File: src/rtl/cmp_trig_pkg.sv
package cmp_trig_pkg;

    localparam int ADDR_W = 2;

    localparam logic [ADDR_W-1:0] A_CMP_LO = 2'd0;
    localparam logic [ADDR_W-1:0] A_CMP_HI = 2'd1;
    localparam logic [ADDR_W-1:0] A_MODE   = 2'd2;
    localparam logic [ADDR_W-1:0] A_CLEAR  = 2'd3;

    typedef enum logic [3:0] {
        MD_OFF  = 4'b0000,
        MD_SET  = 4'b1000,
        MD_CLR  = 4'b1001,
        MD_SWI  = 4'b1010,
        MD_TRIG = 4'b1011
    } cmp_mode_e;

    typedef enum logic {MT_WAIT, MT_HELD} match_st_e;
    typedef enum logic {PIN_LO, PIN_HI} pin_st_e;

    function automatic logic mode_active(input logic [3:0] m);
        return m[3:2] == 2'b10;
    endfunction

endpackage

File: src/rtl/cmp_regs.sv
module cmp_regs
    import cmp_trig_pkg::*;
#(
    parameter int TMR_W  = 16,
    parameter int BYTE_W = 8,
    parameter int MODE_W = 4
) (
    input  logic               clk,
    input  logic               rst_n,
    input  logic               wr_en,
    input  logic [ADDR_W-1:0]  wr_addr,
    input  logic [BYTE_W-1:0]  wr_data,
    output logic [TMR_W-1:0]   cmp_val,
    output logic [MODE_W-1:0]  mode,
    output logic               mode_zero_wr,
    output logic               flag_clr,
    output logic               ovf_clr
);

    localparam int LANES = TMR_W / BYTE_W;

    for (genvar g = 0; g < LANES; g++) begin : g_lane
        always_ff @(posedge clk or negedge rst_n) begin
            if (!rst_n) begin
                cmp_val[g*BYTE_W +: BYTE_W] <= '0;
            end else if (wr_en && wr_addr == ADDR_W'(g)) begin
                cmp_val[g*BYTE_W +: BYTE_W] <= wr_data;
            end
        end
    end

    always_ff @(posedge clk or negedge rst_n) begin
        if (!rst_n) begin
            mode <= '0;
        end else if (wr_en && wr_addr == A_MODE) begin
            mode <= wr_data[MODE_W-1:0];
        end
    end

    always_comb begin
        mode_zero_wr = wr_en && (wr_addr == A_MODE) && (wr_data[MODE_W-1:0] == '0);
        flag_clr     = wr_en && (wr_addr == A_CLEAR) && wr_data[0];
        ovf_clr      = wr_en && (wr_addr == A_CLEAR) && wr_data[1];
    end

endmodule

File: src/rtl/cmp_timer.sv
module cmp_timer #(
    parameter int TMR_W = 16
) (
    input  logic             clk,
    input  logic             rst_n,
    input  logic             run,
    input  logic             tmr_clr,
    input  logic             ovf_clr,
    output logic [TMR_W-1:0] count,
    output logic             ovf_flag
);

    logic wrap;

    always_comb begin
        wrap = run && !tmr_clr && (count == '1);
    end

    always_ff @(posedge clk or negedge rst_n) begin
        if (!rst_n) begin
            count <= '0;
        end else if (tmr_clr) begin
            count <= '0;
        end else if (run) begin
            count <= count + 1'b1;
        end
    end

    always_ff @(posedge clk or negedge rst_n) begin
        if (!rst_n) begin
            ovf_flag <= 1'b0;
        end else if (wrap) begin
            ovf_flag <= 1'b1;
        end else if (ovf_clr) begin
            ovf_flag <= 1'b0;
        end
    end

endmodule

File: src/rtl/cmp_match_fsm.sv
module cmp_match_fsm
    import cmp_trig_pkg::*;
#(
    parameter int TMR_W = 16
) (
    input  logic             clk,
    input  logic             rst_n,
    input  logic [TMR_W-1:0] count,
    input  logic [TMR_W-1:0] cmp_val,
    output logic             hit
);

    match_st_e state_q, state_d;
    logic      equal;

    always_comb begin
        equal = (count == cmp_val);
    end

    always_ff @(posedge clk or negedge rst_n) begin
        if (!rst_n) begin
            state_q <= MT_HELD;
        end else begin
            state_q <= state_d;
        end
    end

    always_comb begin
        state_d = state_q;
        hit     = 1'b0;
        unique case (state_q)
            MT_WAIT: begin
                hit = equal;
                if (equal) state_d = MT_HELD;
            end
            MT_HELD: begin
                if (!equal) state_d = MT_WAIT;
            end
            default: state_d = MT_HELD;
        endcase
    end

endmodule

File: src/rtl/cmp_action.sv
module cmp_action
    import cmp_trig_pkg::*;
#(
    parameter int MODE_W = 4
) (
    input  logic              clk,
    input  logic              rst_n,
    input  logic              hit,
    input  logic [MODE_W-1:0] mode,
    input  logic              mode_zero_wr,
    input  logic              flag_clr,
    output logic              fire,
    output logic              tmr_clr,
    output logic              pin_lat,
    output logic              irq_flag,
    output logic              go_pulse
);

    pin_st_e pin_q, pin_d;

    always_comb begin
        fire    = hit && mode_active(mode);
        tmr_clr = fire && (mode == MD_TRIG);
    end

    always_ff @(posedge clk or negedge rst_n) begin
        if (!rst_n) begin
            pin_q <= PIN_LO;
        end else begin
            pin_q <= pin_d;
        end
    end

    always_comb begin
        pin_d = pin_q;
        if (mode_zero_wr) begin
            pin_d = PIN_LO;
        end else if (fire) begin
            unique case (pin_q)
                PIN_LO:  if (mode == MD_SET) pin_d = PIN_HI;
                PIN_HI:  if (mode == MD_CLR) pin_d = PIN_LO;
                default: pin_d = PIN_LO;
            endcase
        end
    end

    always_comb begin
        pin_lat = (pin_q == PIN_HI);
    end

    always_ff @(posedge clk or negedge rst_n) begin
        if (!rst_n) begin
            irq_flag <= 1'b0;
            go_pulse <= 1'b0;
        end else begin
            go_pulse <= tmr_clr;
            if (fire) begin
                irq_flag <= 1'b1;
            end else if (flag_clr) begin
                irq_flag <= 1'b0;
            end
        end
    end

endmodule

File: src/rtl/cmp_trig_unit.sv
module cmp_trig_unit
    import cmp_trig_pkg::*;
#(
    parameter int TMR_W  = 16,
    parameter int BYTE_W = 8,
    parameter int MODE_W = 4
) (
    input  logic              clk,
    input  logic              rst_n,
    input  logic              wr_en,
    input  logic [ADDR_W-1:0] wr_addr,
    input  logic [BYTE_W-1:0] wr_data,
    input  logic              tmr_run,
    input  logic              pin_tris,
    output logic              cmp_pin_o,
    output logic              cmp_pin_oe,
    output logic              irq_flag,
    output logic              ovf_flag,
    output logic              go_pulse
);

    logic [TMR_W-1:0]  count;
    logic [TMR_W-1:0]  cmp_val;
    logic [MODE_W-1:0] mode;
    logic              mode_zero_wr;
    logic              flag_clr;
    logic              ovf_clr;
    logic              hit;
    logic              fire;
    logic              tmr_clr;
    logic              pin_lat;

    cmp_regs #(.TMR_W(TMR_W), .BYTE_W(BYTE_W), .MODE_W(MODE_W)) u_regs (
        .clk          (clk),
        .rst_n        (rst_n),
        .wr_en        (wr_en),
        .wr_addr      (wr_addr),
        .wr_data      (wr_data),
        .cmp_val      (cmp_val),
        .mode         (mode),
        .mode_zero_wr (mode_zero_wr),
        .flag_clr     (flag_clr),
        .ovf_clr      (ovf_clr)
    );

    cmp_timer #(.TMR_W(TMR_W)) u_timer (
        .clk      (clk),
        .rst_n    (rst_n),
        .run      (tmr_run),
        .tmr_clr  (tmr_clr),
        .ovf_clr  (ovf_clr),
        .count    (count),
        .ovf_flag (ovf_flag)
    );

    cmp_match_fsm #(.TMR_W(TMR_W)) u_match (
        .clk     (clk),
        .rst_n   (rst_n),
        .count   (count),
        .cmp_val (cmp_val),
        .hit     (hit)
    );

    cmp_action #(.MODE_W(MODE_W)) u_action (
        .clk          (clk),
        .rst_n        (rst_n),
        .hit          (hit),
        .mode         (mode),
        .mode_zero_wr (mode_zero_wr),
        .flag_clr     (flag_clr),
        .fire         (fire),
        .tmr_clr      (tmr_clr),
        .pin_lat      (pin_lat),
        .irq_flag     (irq_flag),
        .go_pulse     (go_pulse)
    );

    always_comb begin
        cmp_pin_oe = !pin_tris;
        cmp_pin_o  = pin_lat && !pin_tris;
    end

endmodule

File: config.mk
export PLATFORM = sky130hd
export DESIGN_NAME = cmp_trig_unit
export DESIGN_NICKNAME = d
export VERILOG_FILES = /design/src/rtl/cmp_trig_pkg.sv /design/src/rtl/cmp_regs.sv /design/src/rtl/cmp_timer.sv /design/src/rtl/cmp_match_fsm.sv /design/src/rtl/cmp_action.sv /design/src/rtl/cmp_trig_unit.sv
export SDC_FILE = /design/constraint.sdc
export NUM_CORES = 1
export LEC_CHECK = 0
export ABC_AREA = 0
export BUFFER_PORTS_ARGS = -buffer_cell sky130_fd_sc_hd__buf_2
export CAP_MARGIN = 0
export CELL_PAD_IN_SITES_DETAIL_PLACEMENT = 0
export CELL_PAD_IN_SITES_GLOBAL_PLACEMENT = 2
export CORE_MARGIN = 2
export CORE_UTILIZATION = 43
export DETAILED_ROUTE_END_ITERATION = 8
export PLACE_DENSITY = 0.92
export SETUP_SLACK_MARGIN = 0.3
export SLEW_MARGIN = 10
export SYNTH_ARGS = -nofsm -noshare
export SYNTH_HDL_FRONTEND = slang
export SYNTH_HIERARCHICAL = 1
export SYNTH_SLANG_ARGS = --single-unit
export TNS_END_PERCENT = 20
File: constraint.sdc
create_clock -name clk -period 6.7 [get_ports clk]
set_clock_uncertainty 0.15 [all_clocks]
set_input_delay 0.335 -clock clk [delete_from_list [all_inputs] [get_ports clk]]
set_output_delay 0.335 -clock clk [all_outputs]
set_load 0.02 [all_outputs]
# After elaboration in Yosys (flattened, before gate mapping)
# Cells that the tools add are included.
# classes
mux	13
bitwise_logic	1
n_eq_ne	9
n_reduce_logical	20
add_sub_neg	1
# op_table
op	count
2-to-1 mux 16 bit	2
adder 16 x 1 -> 16 bit, second input constant	1
equality test 16 bit	1
equality test 16 bit, second input constant	1
equality test 4 bit, second input constant	3
logical AND 1 bit	12
2-to-1 mux 1 bit	10
nonzero test 2 bit	4
equality test 2 bit, second input constant	3
logical NOT 4 bit	1
equality test 2 x 1 -> 1 bit, second input constant	1
logical NOT 1 bit	2
logical NOT 2 bit	1
one-hot mux 1 bit (2 select lines)	1
NOT 1 bit	1
# word_totals
output_inout_bits	5
ff_bits	41
word_cells	53
in_bits	15

# Logic depth before layout (Yosys ltp)
# depth
word_depth	8
ltp_mapped	9
mapped_depth_nobuf	9

# Hierarchy
# Netlist, hierarchy kept.
# modules_own_cells
mod	seq_area_each_um2	instances	cells_each	area_per_inst_um2
cmp_timer	425.4	1	90	925.9
cmp_regs	500.5	1	47	794.5
cmp_match_fsm	26.3	1	23	210.2
cmp_action	75.1	1	11	140.1
cmp_trig_unit	0.0	1	2	10.0

# Worst setup path before layout
# OpenSTA, ideal clock, no wires.
# synth_timing
path_type	reg2reg
startpoint	reg u_timer.count[2]
endpoint	reg u_timer.count[0]
synth_period_minus_slack_ps	2432
path_slack_ps	4268
path_buffers	2
t_arrival_ps	2150
path_stages_with_launch	10
path_cell_list	dfrtp_1 -> xnor2_1 -> nand4_1 -> nor4_2 -> nor2b_1 -> and3b_2 -> and3_1 -> clkbuf_1 -> buf_1 -> nor2_1
# synth_via
elab_chain_cells	5
elab_cells_between_ends	6
# synth_rtl
element	line_no	rtl
start, declared	cmp_timer.sv:9	output logic [TMR_W-1:0] count,
start signal, assigned	cmp_timer.sv:25	count <= count + 1'b1;
equality test 16 bit *	cmp_match_fsm.sv:17	equal = (count == cmp_val);
named net u_match.equal	cmp_match_fsm.sv:14	logic equal;
2-to-1 mux 1 bit *	cmp_match_fsm.sv:31	unique case (state_q)
named net hit	cmp_trig_unit.sv:28	logic hit;
logical AND 1 bit *	cmp_action.sv:22	fire = hit && mode_active(mode);
named net fire	cmp_trig_unit.sv:29	logic fire;
logical AND 1 bit *	cmp_action.sv:23	tmr_clr = fire && (mode == MD_TRIG);
named net tmr_clr	cmp_trig_unit.sv:30	logic tmr_clr;
2-to-1 mux 16 bit or nonzero test 2 bit (tied branches)	n/a	
# The timed path passes the listed nets; every way through them passes the cells marked *.
# A chain may end at the register's enable or synchronous reset.

# Worst setup path in the final report
# layout_timing
startpoint	reg u_timer.count[2]
endpoint	reg u_timer.ovf_flag
# layout_via
elab_chain_cells	8
elab_cells_between_ends	10
# layout_rtl
element	line_no	rtl
equality test 16 bit *	cmp_match_fsm.sv:17	
named net u_match.equal	cmp_match_fsm.sv:14	
2-to-1 mux 1 bit *	cmp_match_fsm.sv:31	
named net hit	cmp_trig_unit.sv:28	
logical AND 1 bit *	cmp_action.sv:22	
named net fire	cmp_trig_unit.sv:29	
logical AND 1 bit *	cmp_action.sv:23	
named net tmr_clr	cmp_trig_unit.sv:30	
logical NOT 1 bit *	cmp_timer.sv:16	wrap = run && !tmr_clr && (count == '1);
logical AND 1 bit * (2 in series)	cmp_timer.sv:16	
2-to-1 mux 1 bit or nonzero test 2 bit (tied branches)	n/a	
end signal, assigned	cmp_timer.sv:31	ovf_flag <= 1'b0;
end signal, assigned	cmp_timer.sv:33	ovf_flag <= 1'b1;
end signal, assigned	cmp_timer.sv:35	ovf_flag <= 1'b0;
end, declared	cmp_timer.sv:10	output logic ovf_flag
# Marks and branches as above.

==> reports/qor.yml <==
slew_headroom_pct: 38.44
path_clk_slew_ps: 90
postRouteAntennaNets: 0
crit_fanout: 23
netlist.top_cell.by_area: "sky130_fd_sc_hd__dfrtp_1"
post_synthesis_net_count: 189
grt-ovfl-total: 0
floorplan.die.width_um: 73.56
dieHeight_um: 73.56
period_needed_ps: 2900
drt-wirelength-per-cell_um: 16.82
wirelength_um: 4206
layout.nets: 211
cts_repair_resized_insts: 0
io_pins: 20
netlist-cell-type-count: 41
seq_total_area_yosys_pct: 49.37
async_reset_ff_share_pct: 100.0
core_area_um2: 4692
synthCells: 173
worst_supply_voltage_drop_on_vdd_mv: 0.1997
p_leak_nw: 0.9773
drt_iter0_markers: 68
r2r_setup_slack_ps: 3800
n_antenna_cell: 0
portBuffers: 19
synthesis.area_per_instance_um2: 12.03
layout_cell_share_with_drive_strength_beyond_1_pct: 32.14
groute.usage.overall_pct: 17.46
yosys.area.top_type_share_pct: 48.11
rows: 25
min_period_over_period_pct: 43.28
seq_area_um2: 1027
worstSetupStartpoint: "u_timer/count[2]"
synth_edf_count: 0
pre_cts_slack_ps: 3799
critical_path.startpoint_type: "flop"
r2r_start: "u_timer/count[2]"
timing.setup.critical_path_class: "flop to flop"
yosys-top-cells-area: "sky130_fd_sc_hd__dfrtp_1 (48%), sky130_fd_sc_hd__mux2_2 (11%), sky130_fd_sc_hd__xnor2_1 (7.2%)"
fmaxAchievable_mhz: 344.8
area_delta_synth_final_pct: 11.06
clock_sink_count: 41
hp-class: "primary input to async pin"
crit_chain: "xnor2_1, nand4_1, nor4_2, nor2b_1, and3b_2, and3_1, nand2b_1, nor3_1, a22o_1"
rsz0062_at_grt: "no"
numCtsBuffers: 5
dominantRegCellSynth: "sky130_fd_sc_hd__dfrtp_1"
post-route-drc-count: 0
slowest_stage: "sky130_fd_sc_hd__and3_1"
number_of_global_route_vias_before_repair: 1407
initial_core_util_pct: 44.35
cts_root_buffer: "sky130_fd_sc_hd__clkbuf_8"
detailroute.via_count: 1371
run_status: "finished, final reports clean"
total_power_w: 0.0006406
clk_latency_worst_skew_pair_ps: 300
combined_area_of_all_synthesized_cells_um2: 2081
power.density_nw_per_um2: 277.2
critical-path-max-stage-delay_ps: 700
setup_viol: 0
vias_per_cell: 5.484
largest_net_degree_at_the_start_of_global_routing: 42
drt-pass1-iter-count: 4
grt_antenna_before_repair: 0
ctsHtreeMaxLevel: 2
dp_hpwl_um: 3022
critPathRequiredTime_ps: 6730
fill_cells: 434
final.setup.tns_ps: 0
gp_congestion: 0.7787
clk_path_buf_depth: 2
ys_ff_latch: 41
synth_warnings: 6
worstMarginPinSlew_ps: 923.4
timing_max_transition_violations_final: 0
tritoncts_clock_tree: "built"
cts-hold-fix-buffers: 0
report.final.hold_viol_count: 0
maxCapViolations: 0
floorplan.die_area_um2: 5411
post_cts_setup_buffer_count: 0
global_route_wire_length_before_repair_um: 6941
multi_input_area_um2: 1005
fin_ws_ps: 3800
setup.worst_path.end_class: "flop"
crit_arrival_ps: 2930
layout make-up:
type	instances	share of cell area [%]
clock buffer	5	2.978
timing repair buffer	19	4.115
inverter	6	0.9746
multi-input combinational	122	43.48
sequential	41	44.45
tap	54	2.924
clock inverter	3	1.083
cell families after synthesis:
family | share of synthesized area [%]
AO/OA/AOI/OAI | 3.427
XOR/XNOR | 8.419
adder cells (fa/ha/maj) | 0.6012
buffers and inverters | 2.345
flip-flops | 49.37
multiplexers | 15.21
AND/OR/NAND/NOR | 20.63
worst paths after layout:
| kind | cells after the start | to |
|---|---|---|
| max reg2reg | 9 | u_timer/ovf_flag |
| min | 1 | u_regs/mode[0] |
| max | 9 | u_timer/ovf_flag |
| max in group asynchronous | 1 | u_timer/count[10] |
| min reg2reg | 1 | u_action/irq_flag |
| min in group clk | 2 | u_regs/cmp_val[12] |
critical path: cells and delay by family (launching register included):
family / cells / cell delay (ps)
AO/OA/AOI/OAI: 1 / 190
XOR/XNOR: 1 / 170
flip-flops: 1 / 470
AND/OR/NAND/NOR: 7 / 1790
stage by stage:
stage	instance area, um2	util (%)	hold slack (ps)	std cells
floorplan	2081	-	-110.6	173
global placement	2217	47.25	327.7	242
detailed placement	2217	47.25	335.9	242
CTS	2311	49.25	47.31	250
global route	2311	49.25	88.98	250
finish	2311	49.25	15.92	250
layer usage:
metal / track usage [%] / share of wire [%]
met4: 7.475 / 1.7
met5: 0 / 0
met1: 23.83 / 48
met3: 3.841 / 2.2
met2: 26.79 / 48
registers in the layout, indices dropped and copies added (netlist names):
signal	cells
u_regs/cmp_val	16
u_action/pin_lat	1
u_timer/count	16
u_timer/ovf_flag	1
u_match/state_q	1
u_action/go_pulse	1
u_action/irq_flag	1
u_regs/mode	4
power by group:
group          switching (W)  internal, W  total (W)
registers          0.0000528     0.000291   0.000343
clock network      0.0000921    0.0000752   0.000167
logic              0.0000597    0.0000702   0.000130
total               0.000205     0.000436   0.000641
cell usage in the layout (no fill, tap or decap), types with 2 or more instances in the layout:
cell | Yosys | routed
sky130_fd_sc_hd__nor2_1 | 14 | 14
sky130_fd_sc_hd__dfrtp_1 | 40 | 40
sky130_fd_sc_hd__o31ai_1 | 2 | 2
sky130_fd_sc_hd__nand2_1 | 5 | 5
sky130_fd_sc_hd__nor2b_1 | 6 | 6
sky130_fd_sc_hd__nand4_1 | 7 | 7
sky130_fd_sc_hd__or4_1 | 3 | 3
sky130_fd_sc_hd__clkbuf_8 | 0 | 5
sky130_fd_sc_hd__xnor2_1 | 17 | 17
sky130_fd_sc_hd__nor4_2 | 4 | 4
sky130_fd_sc_hd__and4_2 | 2 | 2
sky130_fd_sc_hd__mux2i_1 | 2 | 2
sky130_fd_sc_hd__o21ai_0 | 3 | 3
sky130_fd_sc_hd__nand3_1 | 3 | 3
sky130_fd_sc_hd__xor2_1 | 3 | 3
sky130_fd_sc_hd__mux2_2 | 21 | 21
sky130_fd_sc_hd__inv_1 | 6 | 6
sky130_fd_sc_hd__nor3_1 | 2 | 2
sky130_fd_sc_hd__mux2_1 | 4 | 4
sky130_fd_sc_hd__or3_1 | 3 | 3
sky130_fd_sc_hd__a21oi_1 | 5 | 5
sky130_fd_sc_hd__buf_2 | 0 | 19
Yosys cell counts, types with 2 or more instances:
master                    count
sky130_fd_sc_hd__mux2_2      21
sky130_fd_sc_hd__o31ai_1      2
sky130_fd_sc_hd__nand3_1      3
sky130_fd_sc_hd__nand4_1      7
sky130_fd_sc_hd__and4_2       2
sky130_fd_sc_hd__or3_1        3
sky130_fd_sc_hd__nor3_1       2
sky130_fd_sc_hd__or4_1        3
sky130_fd_sc_hd__xnor2_1     17
sky130_fd_sc_hd__a21oi_1      5
sky130_fd_sc_hd__nor2_1      14
sky130_fd_sc_hd__o21ai_0      3
sky130_fd_sc_hd__xor2_1       3
sky130_fd_sc_hd__mux2_1       4
sky130_fd_sc_hd__nor2b_1      6
sky130_fd_sc_hd__nand2_1      5
sky130_fd_sc_hd__inv_1        6
sky130_fd_sc_hd__mux2i_1      2
sky130_fd_sc_hd__nor4_2       4
sky130_fd_sc_hd__dfrtp_1     40
No activity file was read; power rests on OpenSTA's default activity.
